[src/rtl/pmx_pkg.sv]
package pmx_pkg;
  typedef enum logic [2:0] {
    PH_IDLE,
    PH_ADDR,
    PH_SETUP,
    PH_STRB,
    PH_REL
  } phase_t;

  // Busy cycles of one access, counted from the accepting edge.
  function automatic int unsigned access_len(int unsigned ale_cyc, int unsigned stb_cyc);
    return ale_cyc + stb_cyc + 2;
  endfunction

  // Byte idx (0 = low, 1 = middle, 2 = page) of a 24-bit address.
  function automatic logic [7:0] addr_byte(logic [23:0] a, int unsigned idx);
    return a[idx*8 +: 8];
  endfunction
endpackage

[src/rtl/pmx_seq.sv]
module pmx_seq
  import pmx_pkg::*;
#(
  parameter int unsigned ALE_CYC = 2,
  parameter int unsigned STB_CYC = 3
) (
  input  logic   clk,
  input  logic   rst_n,
  input  logic   req,
  output phase_t phase,
  output logic   accept,
  output logic   last_strb
);
  localparam int unsigned MAXC  = (ALE_CYC > STB_CYC) ? ALE_CYC : STB_CYC;
  localparam int unsigned CNT_W = $clog2(MAXC + 1);

  logic [CNT_W-1:0] cnt;
  logic             last_addr;

  assign accept    = (phase == PH_IDLE) && req;
  assign last_addr = (phase == PH_ADDR) && (cnt == CNT_W'(ALE_CYC - 1));
  assign last_strb = (phase == PH_STRB) && (cnt == CNT_W'(STB_CYC - 1));

  always_ff @(posedge clk or negedge rst_n) begin
    if (!rst_n) begin
      phase <= PH_IDLE;
      cnt   <= '0;
    end else begin
      unique case (phase)
        PH_IDLE: begin
          cnt <= '0;
          if (req) phase <= PH_ADDR;
        end
        PH_ADDR: begin
          if (last_addr) begin
            phase <= PH_SETUP;
            cnt   <= '0;
          end else begin
            cnt <= cnt + 1'b1;
          end
        end
        PH_SETUP: begin
          phase <= PH_STRB;
          cnt   <= '0;
        end
        PH_STRB: begin
          if (last_strb) begin
            phase <= PH_REL;
            cnt   <= '0;
          end else begin
            cnt <= cnt + 1'b1;
          end
        end
        default: phase <= PH_IDLE;
      endcase
    end
  end

  // Release always returns to idle
  assert_release_to_idle_R8: assert property (@(posedge clk) disable iff (!rst_n)
    (phase == PH_REL) |=> (phase == PH_IDLE));
  // Setup is exactly one cycle, then strobe
  assert_setup_single_R5: assert property (@(posedge clk) disable iff (!rst_n)
    (phase == PH_SETUP) |=> (phase == PH_STRB));
endmodule

[src/rtl/pmx_port.sv]
module pmx_port
  import pmx_pkg::*;
(
  input  logic        clk,
  input  logic        rst_n,
  input  phase_t      phase,
  input  logic        accept,
  input  logic        last_strb,
  input  logic        we,
  input  logic [23:0] addr,
  input  logic [7:0]  wdata,
  input  logic        ale_en,
  input  logic [7:0]  port_lo_in,
  output logic        busy,
  output logic        done,
  output logic [7:0]  rdata,
  output logic [7:0]  port_lo_out,
  output logic        port_lo_oe,
  output logic [7:0]  port_hi,
  output logic        ale,
  output logic        rd_n,
  output logic        wr_n
);
  logic [23:0] addr_q;
  logic [7:0]  wdata_q;
  logic        we_q;
  logic        rd_capture;

  assign rd_capture = last_strb && !we_q;

  always_ff @(posedge clk or negedge rst_n) begin
    if (!rst_n) begin
      addr_q  <= '0;
      wdata_q <= '0;
      we_q    <= 1'b0;
      rdata   <= '0;
    end else begin
      if (accept) begin
        addr_q  <= addr;
        wdata_q <= wdata;
        we_q    <= we;
      end
      if (rd_capture) rdata <= port_lo_in;
    end
  end

  always_comb begin
    busy        = (phase != PH_IDLE);
    done        = 1'b0;
    ale         = 1'b0;
    rd_n        = 1'b1;
    wr_n        = 1'b1;
    port_lo_oe  = 1'b0;
    port_lo_out = '0;
    port_hi     = '0;
    unique case (phase)
      PH_ADDR: begin
        ale         = ale_en;
        port_lo_oe  = 1'b1;
        port_lo_out = addr_byte(addr_q, 0);
        port_hi     = addr_byte(addr_q, 2);
      end
      PH_SETUP: begin
        port_lo_oe  = we_q;
        port_lo_out = we_q ? wdata_q : 8'h00;
        port_hi     = addr_byte(addr_q, 1);
      end
      PH_STRB: begin
        port_lo_oe  = we_q;
        port_lo_out = we_q ? wdata_q : 8'h00;
        port_hi     = addr_byte(addr_q, 1);
        rd_n        = we_q;
        wr_n        = !we_q;
      end
      PH_REL: begin
        done    = 1'b1;
        port_hi = addr_byte(addr_q, 1);
      end
      default: ;
    endcase
  end

  assert_strobe_excl_R10: assert property (@(posedge clk) disable iff (!rst_n)
    !(!rd_n && !wr_n));
  assert_no_contention_R10: assert property (@(posedge clk) disable iff (!rst_n)
    !rd_n |-> !port_lo_oe);
  assert_done_pulse_R8: assert property (@(posedge clk) disable iff (!rst_n)
    done |=> !done);
  assert_ale_addr_R3: assert property (@(posedge clk) disable iff (!rst_n)
    ale |-> (port_lo_oe && port_lo_out == addr_q[7:0] && port_hi == addr_q[23:16]));
  assert_req_ignored_R2: assert property (@(posedge clk) disable iff (!rst_n)
    (busy && !done) |=> $stable(addr_q) && $stable(we_q) && $stable(wdata_q));
  assert_rdata_hold_R7: assert property (@(posedge clk) disable iff (!rst_n)
    !rd_capture |=> $stable(rdata));
endmodule

[src/rtl/pmx_mem_if.sv]
module pmx_mem_if
  import pmx_pkg::*;
#(
  parameter int unsigned ALE_CYC = 2,
  parameter int unsigned STB_CYC = 3
) (
  input  logic        clk,
  input  logic        rst_n,
  input  logic        req,
  input  logic        we,
  input  logic [23:0] addr,
  input  logic [7:0]  wdata,
  input  logic        ale_en,
  output logic        busy,
  output logic        done,
  output logic [7:0]  rdata,
  output logic [7:0]  port_lo_out,
  output logic        port_lo_oe,
  input  logic [7:0]  port_lo_in,
  output logic [7:0]  port_hi,
  output logic        ale,
  output logic        rd_n,
  output logic        wr_n
);
  phase_t phase;
  logic   accept;
  logic   last_strb;

  pmx_seq #(.ALE_CYC(ALE_CYC), .STB_CYC(STB_CYC)) u_seq (
    .clk(clk), .rst_n(rst_n), .req(req),
    .phase(phase), .accept(accept), .last_strb(last_strb)
  );

  pmx_port u_port (
    .clk(clk), .rst_n(rst_n), .phase(phase), .accept(accept),
    .last_strb(last_strb), .we(we), .addr(addr), .wdata(wdata),
    .ale_en(ale_en), .port_lo_in(port_lo_in), .busy(busy), .done(done),
    .rdata(rdata), .port_lo_out(port_lo_out), .port_lo_oe(port_lo_oe),
    .port_hi(port_hi), .ale(ale), .rd_n(rd_n), .wr_n(wr_n)
  );

  // ale only ever rises out of idle (R9: no stray strobe)
  assert_ale_from_idle_R9: assert property (@(posedge clk) disable iff (!rst_n)
    $rose(ale) |-> busy);
endmodule

[config.mk]
export PLATFORM = sky130hd
export DESIGN_NAME = pmx_mem_if
export DESIGN_NICKNAME = d
export VERILOG_FILES = /design/src/rtl/pmx_pkg.sv /design/src/rtl/pmx_seq.sv /design/src/rtl/pmx_port.sv /design/src/rtl/pmx_mem_if.sv
export SDC_FILE = /design/constraint.sdc
export NUM_CORES = 1
export LEC_CHECK = 0
export BUFFER_PORTS_ARGS = -buffer_cell sky130_fd_sc_hd__buf_4
export CORE_MARGIN = 2
export CORE_UTILIZATION = 35
export DETAILED_ROUTE_END_ITERATION = 8
export MAX_ROUTING_LAYER = met4
export PLACE_DENSITY = 0.66
export SLEW_MARGIN = 10
export SYNTH_ARGS = -nofsm -noshare
export SYNTH_HDL_FRONTEND = slang
export SYNTH_SLANG_ARGS = --single-unit
[constraint.sdc]
create_clock -name clk -period 2.4 [get_ports clk]
set_clock_uncertainty 0.05 [all_clocks]
set_input_delay 0 -clock clk [delete_from_list [all_inputs] [get_ports clk]]
set_output_delay 0 -clock clk [all_outputs]
set_load 0.02 [all_outputs]
# Word-level counts from Yosys, hierarchy flattened

Index checks and enable logic that the tools add are counted.

Add/subtract/negate cells: 1
Eq/ne operators: 9
Mux-type cells: 15
Reduce and logical (&&, ||, !) cells: 12

Operator list:

| kind                | number |
|---|---|
| $pmux 8 s2          | 2 |
| $pmux 3 s4          | 1 |
| $mux 3              | 3 |
| $mux 8              | 1 |
| $eq 3x2->1 const B  | 2 |
| $pmux 2 s3          | 1 |
| $reduce_bool 3->1   | 2 |
| $logic_and 1x1->1   | 4 |
| $mux 1              | 4 |
| $mux 2              | 2 |
| $ne 2x2->1 const B  | 2 |
| $reduce_or 2->1     | 2 |
| $eq 3x1->1 const B  | 1 |
| $eq 3x3->1 const B  | 1 |
| $logic_not 3->1     | 1 |
| $reduce_and 3->1    | 1 |
| $reduce_or 3->1     | 1 |
| $add 2x1->2 const B | 1 |
| $eq 2x1->1 const B  | 1 |
| $eq 2x2->1 const B  | 1 |
| $ne 2x1->1 const B  | 1 |
| $pmux 1 s2          | 1 |
| $logic_not 1->1     | 1 |

Flip-flop bits (word level): 46
Bits of input ports: 45
Output and inout bits: 30
Logic and storage cells: 43

# Depth between registers and ports, before layout

Depth after elaboration: 4
Gate-level depth with buffers: 5

# By module

From an unflattened synthesis, not the netlist that was laid out.

Cells, all modules: 193
Area, all modules: 2,413.6 um^2

Modules (own cells, without submodules):

| module   | times used | cells each | area each (um^2) |
|---|---|---|---|
| pmx_port | 1          | 165        | 2,125.8 |
| pmx_seq  | 1          | 28         | 287.8 |

# Least setup slack after synthesis

OpenSTA, ideal clock, no wires.

Path type: register -> register
Start: register u_seq.phase[2]
End: register u_port.addr_q[0]
Setup time: 0.125 ns
Arrival: 1.554 ns
Data required time: 2.225 ns
Slack: 0.671 ns
Stages on the path, launching flop included: 6
Clock period less this slack: 1.729 ns
Cells stage by stage: dfrtp_1 > buf_6 > or3_4 > nor2_8 > buf_12 > mux2_4

Cells in the longest elaborated chain, start to end: 2

Ends and longest elaborated chain:

| what                   | RTL line       | source |
|---|---|---|
| from (decl)            | pmx_seq.sv:10  | `output phase_t phase,` |
| from (signal assigned) | pmx_seq.sv:26  | `phase <= PH_IDLE;` |
| from (signal assigned) | pmx_seq.sv:32  | `if (req) phase <= PH_ADDR;` |
| from (signal assigned) | pmx_seq.sv:36  | `phase <= PH_SETUP;` |
| $logic_not 3->1        | pmx_seq.sv:20  | `assign accept = (phase == PH_IDLE) && req;` |
| $logic_and 1x1->1      | pmx_seq.sv:20  |  |
| to (signal assigned)   | pmx_port.sv:39 | `addr_q <= addr;` |
| to (decl)              | pmx_port.sv:24 | `logic [23:0] addr_q;` |

No other way between the ends.
A chain may end at the register's enable or synchronous reset.

# Worst setup path in the final report

Start: register u_seq.phase[1]
End: output port port_lo_out[1]

Cells in the longest elaborated chain, start to end: 3
Elaborated cells on any way between the ends: 5
Those cells by class: eq/ne (3); mux (1); reduce/logical (1)

Ends and longest elaborated chain:

| what                      | RTL line         | source |
|---|---|---|
| $eq 3x2->1                | pmx_port.sv:56   | `unique case (phase)` |
| $reduce_or 2->1 (no line) | n/a              |  |
| $pmux 8 s2 (*)            | pmx_port.sv:56   |  |
| to (decl)                 | pmx_mem_if.sv:17 | `output logic [7:0] port_lo_out,` |

Mark *: on every way between the ends. The rest lies on a longest branch, timed or not.

==> flow_metrics.env <==
export IMPL_gr_usage_all_layers_pct=15.4
export IMPL_ir_drop_v=0.000567
export IMPL_min_to="u_seq.phase[0]"
export IMPL_final_cells=353
export IMPL_syn_to_final_growth_pct=47.2
export IMPL_num_io_pins=75
export IMPL_cts_buffers_inserted=5
export IMPL_synth_cell_types=28
export IMPL_final_net_count=321
export IMPL_grt_max_degree=47
export IMPL_yosys_area_share_adder_pct=0
export IMPL_synth_compound_area_share_pct=9.65
export IMPL_ff2ff_path_depth=4
export IMPL_seq_power_share_pct=35.5
export IMPL_ant_nets=0
export IMPL_cts_tree="built"
export IMPL_muxShareOfSynthArea_pct=26.8
export IMPL_grt_pass1_wl_um=8560
export IMPL_postSynthCellCount=158
export IMPL_n_antenna_cell=0
export IMPL_power_density_mw_per_mm2=1180
export IMPL_portBuffers=74
export IMPL_viasPerCell=4.73
export IMPL_die_height_um=85.0
export IMPL_ys_seq_elements=46
export IMPL_max_freq_mhz=487
export IMPL_post_cts_setup_buffers=0
export IMPL_rows=29
export IMPL_hold_viol_final=0
export IMPL_p_sw_share_pct=36.3
export IMPL_p_int_w=0.00254
export IMPL_cts_root_buffer="clkbuf_8"
export IMPL_p_switching_w=0.00145
export IMPL_drtIter0Drc=51
export IMPL_holdCritPathClass="primary input to register"
export IMPL_dp_cells=304
export IMPL_cp_required_ns=2.35
export IMPL_min_delay_start="req"
export IMPL_grt_pass1_vias=1727
export IMPL_hold_path_depth=3
export IMPL_synth_top_family_by_area="multiplexers"
export IMPL_clk_latency_ns=0.29
export IMPL_slew_violations=0
export IMPL_slew_headroom_pct=47.7
export IMPL_drc=0
export IMPL_die_area_mm2=0.00722
export IMPL_place_detailed_hpwl_um=3250
export IMPL_rrSetupSlack_ns=0.55
export IMPL_reg2reg_to="u_port.addr_q[16]"
export IMPL_cts_resized=0
export IMPL_fp_coreArea_mm2=0.00635
export IMPL_yosys_area_share_simple_pct=8.07
export IMPL_num_vias=1670
export IMPL_setup_worst_path_class="register to output port"
export IMPL_period_share_pct=85.6
export IMPL_finalSetupViolations=0
export IMPL_start_util_pct=36.2
export IMPL_mappedNetlistArea_mm2=0.00230
export IMPL_drive_gt1_share_pct=48.6
export IMPL_h_tree_depth=2
export IMPL_end_kind="output port"
export IMPL_clk_path_buf_depth=2
export IMPL_synth_xor_area_share_pct=0
export IMPL_die_x_um=85.0
export IMPL_tns_ns=0
export IMPL_path_clk_slew_ns=0.08
export IMPL_worstMarginPinSlew_ns=0.782
export IMPL_period_minus_slack_ns=2.05
export IMPL_status="finished, final reports clean"
export IMPL_cp_start_kind="register"
export IMPL_crit_fanout=18
export IMPL_maxCapViolations=0
export IMPL_r2r_start="u_seq.phase[0]"
export IMPL_p_total_w=0.00399
export IMPL_rsz0062_at_grt="false"
export IMPL_power_leakage_nw=1.62
export IMPL_seq_area_frac_synth_pct=50.1
export IMPL_clock_sinks=46
export IMPL_place_congestion=0.701
export IMPL_cts_hold_buf=42
export IMPL_critPathArrivalTime_ns=2.00
export IMPL_syn_nets=203
export IMPL_routed_wl_um=5250
export IMPL_routedWlPerCell_um=14.9
export IMPL_combPwrFrac_pct=53.4
export IMPL_ys_warn_count=0
export IMPL_synth_avg_cell_area_um2=14.5
export IMPL_clockPowerShare_pct=11.1
export IMPL_antenna_found_initial=0
export IMPL_firstDrtPassIters=4
export IMPL_gr_total_overflow=0
## power groups by stage
stage / Clock (W) / Combinational [W] / Sequential [W]
floorplan: 0 / 0.00137 / 0.00143
finish: 0.000444 / 0.00213 / 0.00142
global placement: 0 / 0.00205 / 0.00141
CTS: 0.000467 / 0.00214 / 0.00141
detailed placement: 0 / 0.00208 / 0.00142
global route: 0.000507 / 0.00227 / 0.00147
## how the worst max path moves through the flow
stage                                   end  cells after the start  slack [ns]            from
after floorplan            u_port.addr_q[0]                      5        0.67  u_seq.phase[2]
after global placement    u_port.addr_q[16]                      4        0.58  u_seq.phase[0]
after detailed placement  u_port.addr_q[17]                      4        0.55  u_seq.phase[0]
after CTS                    port_lo_out[1]                      4        0.37  u_seq.phase[1]
after global routing         port_lo_out[4]                      4        0.22  u_seq.phase[1]
final                        port_lo_out[1]                      4        0.35  u_seq.phase[1]
## kinds of logic after synthesis
group | after synthesis
buffers and inverters | 12
flip-flops | 46
multiplexers | 42
AO/OA/AOI/OAI | 31
AND/OR/NAND/NOR | 27
## worst max-delay path: stages (launching register included)
cell and delay (ns):
dfrtp_1 0.43, buf_4 0.23, nor3b_2 0.66, a22o_1 0.26, buf_4 0.14
## per-stage QoR
| step | worst slack [ns] | util [%] | hold slack, ns | cell area (µm²) |
|---|---|---|---|---|
| after floorplan | 0.671 | - | -0.346 | 2300 |
| after global placement | 0.580 | 45.4 | -0.00514 | 2880 |
| after detailed placement | 0.550 | 45.4 | 0.00123 | 2880 |
| after CTS | 0.372 | 53.2 | 0.0166 | 3380 |
| after global routing | 0.218 | 53.2 | 0.0232 | 3380 |
| final | 0.345 | 53.2 | 0.0153 | 3380 |
## cells in the mapped netlist
master | n | share of area (%)
and2_1 | 1 | 0.27
nand2_1 | 8 | 1.3
inv_1 | 2 | 0.33
a21oi_1 | 1 | 0.22
nor3b_2 | 2 | 1.1
clkbuf_1 | 3 | 0.49
nand3b_4 | 1 | 0.87
mux2i_1 | 1 | 0.44
mux2_2 | 3 | 1.5
dfrtp_1 | 46 | 50
mux2_4 | 38 | 25
nor2_8 | 1 | 0.87
nor2b_1 | 1 | 0.27
o22ai_1 | 1 | 0.27
o21ai_0 | 8 | 1.7
a22o_1 | 9 | 3.4
or2_2 | 2 | 0.54
a2bb2oi_1 | 1 | 0.38
buf_6 | 4 | 2.0
nand2b_1 | 5 | 1.4
nor3_1 | 1 | 0.22
a21o_1 | 1 | 0.33
a211oi_1 | 2 | 0.65
or3_1 | 1 | 0.27
a22oi_1 | 8 | 2.6
buf_12 | 3 | 2.6
nor2_1 | 3 | 0.49
or3_4 | 1 | 0.49
## sequential cells by signal, summed over array words and instances (netlist names)
signal and flops:
u_port.addr_q 24, u_port.rdata 8, u_seq.phase 3, u_seq.cnt 2
u_port.we_q 1, u_port.wdata_q 8
## cell usage in the layout (no fill, tap or decap), types with 3 or more instances in the layout
cell type and n:
dlygate4sd3_1 42, o21ai_0 8, clkbuf_8 5, a22o_1 9, mux2_4 38, mux2_2 3
nor2_1 3, a22oi_1 8, buf_4 78, nand2_1 8, dfrtp_1 46, nand2b_1 5
## routing by layer
layer | wire length [µm] | track usage [%] | vias to the layer above
li1 | - | - | 805
met1 | 2380 | 20.4 | 803
met2 | 2530 | 24.0 | 57
met3 | 300 | 3.79 | 5
met4 | 48 | 3.46 | 0
met5 | 0 | - | -
## cell type report
| class | instances | area, µm² |
|---|---|---|
| well taps | 77 | 96.3 |
| repair buffers | 121 | 1030 |
| fillers | 540 | 2970 |
| clock inverters | 2 | 10.0 |
| inverters | 2 | 7.51 |
| clock buffers | 5 | 68.8 |
| multi-input cells | 100 | 1020 |
| flip-flops and latches | 46 | 1150 |
Note: power is estimated with default switching activity, not from simulation.
